==> src/rtl/irq_host_ctrl_pkg.sv <==
package irq_host_ctrl_pkg;
  typedef enum logic [2:0] {
    OP_NOP  = 3'd0,
    OP_SEL  = 3'd1,
    OP_MASK = 3'd2,
    OP_GETI = 3'd3,
    OP_SWI  = 3'd4,
    OP_RSTI = 3'd5,
    OP_CLRS = 3'd6,
    OP_GETS = 3'd7
  } op_e;

  localparam int unsigned FLAG_W   = 8;
  localparam int unsigned CERR_BIT = 11;
  localparam int unsigned AXIS_LSB = 12;
endpackage

==> src/rtl/irq_axis_stat.sv <==
module irq_axis_stat
  import irq_host_ctrl_pkg::*;
#(
  parameter int unsigned STAT_W = 16
) (
  input  logic              clk_i,
  input  logic              rst_ni,
  input  logic [FLAG_W-1:0] evt_i,
  input  logic              cerr_i,
  input  logic              clr_en_i,
  input  logic [FLAG_W-1:0] keep_i,
  input  logic              mask_we_i,
  input  logic [STAT_W-1:0] mask_i,
  output logic [STAT_W-1:0] stat_o,
  output logic              pend_o
);
  logic [FLAG_W-1:0] flags_q;
  logic [STAT_W-1:0] mask_q;
  logic [FLAG_W-1:0] keep;

  assign keep = clr_en_i ? keep_i : '1;

  always_ff @(posedge clk_i or negedge rst_ni) begin
    if (!rst_ni) begin
      flags_q <= '0;
      mask_q  <= '0;
    end else begin
      // set beats clear
      flags_q <= (flags_q & keep) | evt_i;
      if (mask_we_i) mask_q <= mask_i;
    end
  end

  always_comb begin
    stat_o           = '0;
    stat_o[FLAG_W-1:0] = flags_q;
    stat_o[CERR_BIT] = cerr_i;
  end

  assign pend_o = (|(flags_q & mask_q[FLAG_W-1:0])) | (cerr_i & mask_q[CERR_BIT]);


  evt_sets_flag_chk: assert property (@(posedge clk_i) disable iff (!rst_ni)
    (|evt_i) |=> ((flags_q & $past(evt_i)) == $past(evt_i)));


  no_clear_without_cmd_chk: assert property (@(posedge clk_i) disable iff (!rst_ni)
    !clr_en_i |=> ((flags_q & $past(flags_q)) == $past(flags_q)));
endmodule

==> src/rtl/irq_prio.sv <==
module irq_prio #(
  parameter int unsigned N  = 4,
  parameter int unsigned AW = 2
) (
  input  logic          clk_i,
  input  logic          rst_ni,
  input  logic [N-1:0]  req_i,
  output logic          any_o,
  output logic [AW-1:0] idx_o
);
  always_comb begin
    idx_o = '0;
    for (int i = N - 1; i >= 0; i--) begin
      if (req_i[i]) idx_o = AW'(i);
    end
  end

  assign any_o = |req_i;


  prio_hit_chk: assert property (@(posedge clk_i) disable iff (!rst_ni)
    any_o |-> req_i[idx_o]);


  prio_lowest_chk: assert property (@(posedge clk_i) disable iff (!rst_ni)
    any_o |-> ((req_i & ((N'(1) << idx_o) - N'(1))) == '0));
endmodule

==> src/rtl/irq_host_ctrl.sv <==
module irq_host_ctrl
  import irq_host_ctrl_pkg::*;
#(
  parameter int unsigned N_AXES = 4,
  parameter int unsigned STAT_W = 16,
  localparam int unsigned AW    = (N_AXES > 1) ? $clog2(N_AXES) : 1
) (
  input  logic                       clk_i,
  input  logic                       rst_ni,
  input  logic [N_AXES*FLAG_W-1:0]   evt_i,
  input  logic [N_AXES-1:0]          cerr_i,
  input  logic                       cmd_valid_i,
  input  logic [2:0]                 cmd_op_i,
  input  logic [STAT_W-1:0]          cmd_arg_i,
  output logic                       rsp_valid_o,
  output logic [STAT_W-1:0]          rsp_data_o,
  output logic [AW-1:0]              cur_axis_o,
  output logic                       irq_o
);
  op_e               op;
  logic              is_sel, is_mask, is_geti, is_swi, is_rsti, is_clrs, is_gets;
  logic [N_AXES-1:0] pend;
  logic [STAT_W-1:0] stat_w [N_AXES];
  logic              any_pend;
  logic [AW-1:0]     irq_axis;
  logic [AW-1:0]     cur_q;
  logic              hold_q, irq_q, rsp_valid_q;
  logic [STAT_W-1:0] rsp_data_q;

  assign op      = op_e'(cmd_op_i);
  assign is_sel  = cmd_valid_i && (op == OP_SEL);
  assign is_mask = cmd_valid_i && (op == OP_MASK);
  assign is_geti = cmd_valid_i && (op == OP_GETI);
  assign is_swi  = cmd_valid_i && (op == OP_SWI);
  assign is_rsti = cmd_valid_i && (op == OP_RSTI);
  assign is_clrs = cmd_valid_i && (op == OP_CLRS);
  assign is_gets = cmd_valid_i && (op == OP_GETS);

  for (genvar a = 0; a < N_AXES; a++) begin : g_axis
    logic clr_en;
    assign clr_en = (is_rsti && any_pend && (irq_axis == AW'(a)))
                 || (is_clrs && (cur_q == AW'(a)));
    irq_axis_stat #(.STAT_W(STAT_W)) u_stat (
      .clk_i     (clk_i),
      .rst_ni    (rst_ni),
      .evt_i     (evt_i[a*FLAG_W +: FLAG_W]),
      .cerr_i    (cerr_i[a]),
      .clr_en_i  (clr_en),
      .keep_i    (cmd_arg_i[FLAG_W-1:0]),
      .mask_we_i (is_mask && (cur_q == AW'(a))),
      .mask_i    (cmd_arg_i),
      .stat_o    (stat_w[a]),
      .pend_o    (pend[a])
    );
  end

  irq_prio #(.N(N_AXES), .AW(AW)) u_prio (
    .clk_i  (clk_i),
    .rst_ni (rst_ni),
    .req_i  (pend),
    .any_o  (any_pend),
    .idx_o  (irq_axis)
  );

  function automatic logic [STAT_W-1:0] tag_axis(logic [STAT_W-1:0] w, logic [AW-1:0] ax);
    logic [STAT_W-1:0] r;
    r = w;
    r[AXIS_LSB +: AW] = ax;
    return r;
  endfunction

  always_ff @(posedge clk_i or negedge rst_ni) begin
    if (!rst_ni) begin
      cur_q       <= '0;
      hold_q      <= 1'b0;
      irq_q       <= 1'b0;
      rsp_valid_q <= 1'b0;
      rsp_data_q  <= '0;
    end else begin
      if (is_sel)                cur_q <= cmd_arg_i[AW-1:0];
      else if (is_swi && any_pend) cur_q <= irq_axis;
      hold_q      <= is_rsti;
      // gap after acknowledge so the host sees a fresh edge
      irq_q       <= any_pend && !is_rsti && !hold_q;
      rsp_valid_q <= is_geti || is_gets;
      if (is_geti)      rsp_data_q <= tag_axis(stat_w[irq_axis], irq_axis);
      else if (is_gets) rsp_data_q <= tag_axis(stat_w[cur_q], cur_q);
    end
  end

  assign cur_axis_o  = cur_q;
  assign irq_o       = irq_q;
  assign rsp_valid_o = rsp_valid_q;
  assign rsp_data_o  = rsp_data_q;


  rsti_gap_chk: assert property (@(posedge clk_i) disable iff (!rst_ni)
    is_rsti |=> !irq_o ##1 !irq_o);


  cur_keep_chk: assert property (@(posedge clk_i) disable iff (!rst_ni)
    (is_geti || is_rsti) |=> $stable(cur_axis_o));


  rsp_src_chk: assert property (@(posedge clk_i) disable iff (!rst_ni)
    rsp_valid_o |-> $past(is_geti || is_gets));


  irq_cause_chk: assert property (@(posedge clk_i) disable iff (!rst_ni)
    irq_o |-> $past(any_pend));
endmodule

==> config.mk <==
export PLATFORM = sky130hd
export DESIGN_NAME = irq_host_ctrl
export DESIGN_NICKNAME = d
export VERILOG_FILES = /design/src/rtl/irq_host_ctrl_pkg.sv /design/src/rtl/irq_axis_stat.sv /design/src/rtl/irq_prio.sv /design/src/rtl/irq_host_ctrl.sv
export SDC_FILE = /design/constraint.sdc
export NUM_CORES = 1
export LEC_CHECK = 0
export BUFFER_PORTS_ARGS = -buffer_cell sky130_fd_sc_hd__buf_2
export CAP_MARGIN = 10
export CORE_ASPECT_RATIO = 1.75
export CORE_MARGIN = 10
export CORE_UTILIZATION = 55
export DETAILED_ROUTE_END_ITERATION = 6
export GPL_TIMING_DRIVEN = 1
export MAX_ROUTING_LAYER = met4
export PLACE_DENSITY = 0.89
export SETUP_SLACK_MARGIN = 0.3
export SLEW_MARGIN = 10
export SYNTH_ARGS = -nofsm -noshare
export SYNTH_HDL_FRONTEND = slang
export SYNTH_SLANG_ARGS = --single-unit
export TNS_END_PERCENT = 50
==> constraint.sdc <==
create_clock -name clk_i -period 2.4 [get_ports clk_i]
set_input_delay 0.36 -clock clk_i [delete_from_list [all_inputs] [get_ports clk_i]]
set_output_delay 0.36 -clock clk_i [all_outputs]
set_load 0.03 [all_outputs]
==> reports/results.txt <==
The flow ran to the end, and the final reports show no timing, DRC or antenna violations. For this design the ratio of total power to cell area is 852 nW/µm². The finished layout holds 516 standard cells, fillers aside. The share of Yosys cell area claimed by the top area cell type was 0.526.

The count of placed standard cells including taps came out at 486. For the data required time at the worst endpoint, the log shows 2620 ps. Before antenna repair, the detailed router went through 6 iterations. Adding up every negative setup slack in the final design gives 0 ps.

After detailed routing, the average wire length per cell comes to 24.3 µm. The tools report the synthesized netlist cell count as 327. The sequential share of power is 0.417, and the relative slew slack is 0.543. The tools report the first-pass GRT wire length as 18600 µm. The final worst-path setup slack is 94.3 ps, and the register bit count reported by yosys is 84. Hold is met by 6.50 ps.

The logs give 0 for the hold violation count in the final report and 7130 µm² for the total core area. Startpoint type of the worst setup path: a flip-flop. The synthesized netlist contains 48 unique library cells. The number of antenna violations at the first check in global routing came out at 0. Flip-flop cell with the highest count after synthesis: dfrtp_1.

0 antenna diodes ended up in the layout. Summed over all layers, the routed wires come to 12600 µm. For the count of nets left with antenna violations after detail routing, the log shows 0. The clock period minus final worst setup slack is 2310 ps, and the reported leakage power is 0.00203 µW. The proportion of synthesized chip area in sequential cells is 0.526, and the via-per-instance ratio is 6.74. The combined buffer and inverter count along the critical path works out to 3. TritonCTS built the clock tree. Entering global routing, the biggest net connects 47 pins. The library cell used most frequently in the layout, excluding fill and tap cells, is dfrtp_1. The run gives 470 as the filler cell count in the final layout. STA classifies the critical path endpoint as a flip-flop. For the part of the power in combinational logic, the log shows 0.285. Timing would allow up to 434 MHz. Clock tree synthesis found a total of 84 sinks. The number of primary I/O pins is 78.

For this run, the slowest stage of the critical path takes 420 ps. In this run the power spent charging and discharging nets is 1380 µW. The detailed router finished its first iteration with 555 violations.

Dominant cell type by count on the critical path: buf_4. The post-route clock period utilization came out at 0.961. From bottom edge to top edge, the die measures 133 µm.

The largest area contributor in the netlist was dfrtp_1. The tools report the number of buffers on the longest clock path as 2. The critical path goes through a222oi_1, nand4_2, buf_4, buf_4, a21oi_4, a21oi_2, buf_6, o21ai_0, nand2b_1. Among cell families on the critical path, the largest total delay comes from compound AO/OA/AOI/OAI gates.

By startpoint and endpoint, the worst setup path is classified as flip-flop to flip-flop. The total routing resource utilization after global routing came out at 0.216. From synthesis to final layout, the design area changed by 26.6%. The HPWL reported at the end of detailed placement was 8390 µm; the largest clock skew in the final design was 7.42 ps.

After clock tree synthesis, the clock-pin slew on the worst setup and hold paths is 60 ps. The number of flops mapped to enable cells by yosys came out at 0. In this run the worst path has a maximum fanout of 8. During placement, the flow inserted port buffers numbering 65.

The logs give 0.677 mV for the highest ir drop seen on vdd and 0 for the count of endpoints failing setup in the final report. Setup repair after global routing could not meet its margin everywhere. The floorplan step set the die width to 84.4 µm. The effective utilization at floorplan was 0.560; the total of max-cap violations was 0. Row generation in the floorplan step produced 41 rows. The internal power of the cells totals 2930 µW.

For this run, the number of Yosys warnings is 0. By area the synthesized netlist is led by dfrtp_1, mux2_2, nand2b_1, mux4_2, o21ai_0. The path class of the lowest-slack min-delay path was input port to asynchronous set/reset pin. The clock group share of total power is 0.298, and the final design instance area without fill is 5060 µm².

The top cell types in the final layout, fill and taps aside, are dfrtp_1, buf_2, mux2_2. The number of global-route vias before repair is 3603, and the synthesized area per cell is 12.2 µm². In this run the cell area measured after placement is 4530 µm².

The tools report the die area as 11200 µm². Data on the critical path arrives at its endpoint at 2530 ps. The share of cells above drive strength 1 came out at 0.444. The switching portion of total power is 0.321. Cell type of the slowest stage on the worst timing path: dfrtp_2. Clock latency on the worst-skew pair, taken at its later pin, is 340 ps. At the placement stage, the worst setup path has a slack of 19.8 ps.

The cell sitting at the root of the clock tree is a clkbuf_16. The max-slew violation count is 0, and the async set-reset flop share out of synthesis is 1.00. After synthesis the cells add up to 3990 µm². DRC violation count after routing: 0. After the last flow step, the layout net total stands at 484. The last weighted congestion value of the routability-driven placer was 0.962.

The CTS H-tree depth is 3, and the number of clock buffers inserted by TritonCTS is 9. For the pin with the worst max-slew slack, the measured transition is 684 ps. The global route total overflow is 0. The routed layout has 3478 vias.
[Yosys cell counts (2+ instances only)]
master / count
a21oi_1: 13
a221oi_1: 9
a222oi_1: 3
a22oi_1: 10
a32oi_1: 10
and3_1: 2
buf_1: 3
buf_2: 2
buf_4: 5
clkbuf_1: 6
dfrtp_1: 84
mux2_2: 36
mux4_2: 8
nand2_1: 16
nand2b_1: 34
nand3_1: 3
nor2_1: 7
nor2b_1: 2
nor3_1: 4
o211ai_1: 3
o21ai_0: 24
o21ai_2: 8
o22ai_1: 9
or3_1: 2
[state kept, by name, summed over array words and instances (netlist names)]
| signal | cells |
|---|---|
| g_axis.u_stat.flags_q | 32 |
| rsp_valid_o | 1 |
| g_axis.u_stat.mask_q | 36 |
| cur_axis_o | 2 |
| hold_q | 1 |
| irq_o | 1 |
| rsp_data_o | 11 |
[cell families after synthesis]
kind of cell	count (synthesis)	synth area share
compound gates	98	0.176
flops	84	0.526
mux	45	0.153
other cells	1	0.000939
simple gates	82	0.122
buf+inv	17	0.0213
[final cells by class]
type | instances | area, µm² | share of cell area
Timing Repair Buffer | 99 | 619 | 0.122
Sequential cell | 84 | 2100 | 0.416
Inverter | 1 | 3.75 | 0.000742
Multi-Input combinational cell | 231 | 1950 | 0.386
Clock inverter | 1 | 7.51 | 0.00148
Clock buffer | 14 | 264 | 0.0522
Tap cell | 86 | 108 | 0.0213
[through the flow]
stage / power [µW] / util
after global routing: 4480 / 0.709
after detailed placement: 2820 / 0.635
final: 4310 / 0.709
after global placement: 2760 / 0.635
after floorplan: 2440 / -
after CTS: 4110 / 0.682
[layer usage]
layer / GRT usage / vias up / share of wire
li1: - / 1453 / -
met1: 0.230 / 1669 / 0.33
met2: 0.349 / 270 / 0.50
met3: 0.0553 / 86 / 0.095
met4: 0.132 / 0 / 0.069
met5: - / - / 0
[path summary, 6_finish.rpt]
check | endpoint | start | depth (start not counted) | slack [ps]
max reg2reg | g_axis[1].u_stat.flags_q[6] | g_axis[0].u_stat.flags_q[6] | 9 | 90
min reg2reg | irq_o | hold_q | 1 | 430
min | g_axis[3].u_stat.flags_q[3] | rst_ni | 1 | 6
min in group clk_i | g_axis[0].u_stat.flags_q[2] | evt_i[2] | 2 | 200
max | g_axis[1].u_stat.flags_q[6] | g_axis[0].u_stat.flags_q[6] | 9 | 90
max in group asynchronous | g_axis[0].u_stat.flags_q[6] | rst_ni | 2 | 1760
[power groups by stage]
stage                     logic, µW  clock network [µW]  registers, µW
after floorplan                 610                   0           1830
after global placement          979                   0           1780
after detailed placement       1020                   0           1800
after CTS                      1040                1290           1780
after global routing           1300                1360           1820
final                          1230                1290           1800
[repair_timing]
| action | CTS | global route |
|---|---|---|
| pin swaps | 5 | 10 |
| setup endpoints to repair | 28 | 43 |
| gates resized for setup | 11 | 24 |
| buffers inserted | 2 | 11 |
| gates cloned | 0 | 2 |
| hold buffers | 0 | 0 |
(Power assumes the default switching activity.)
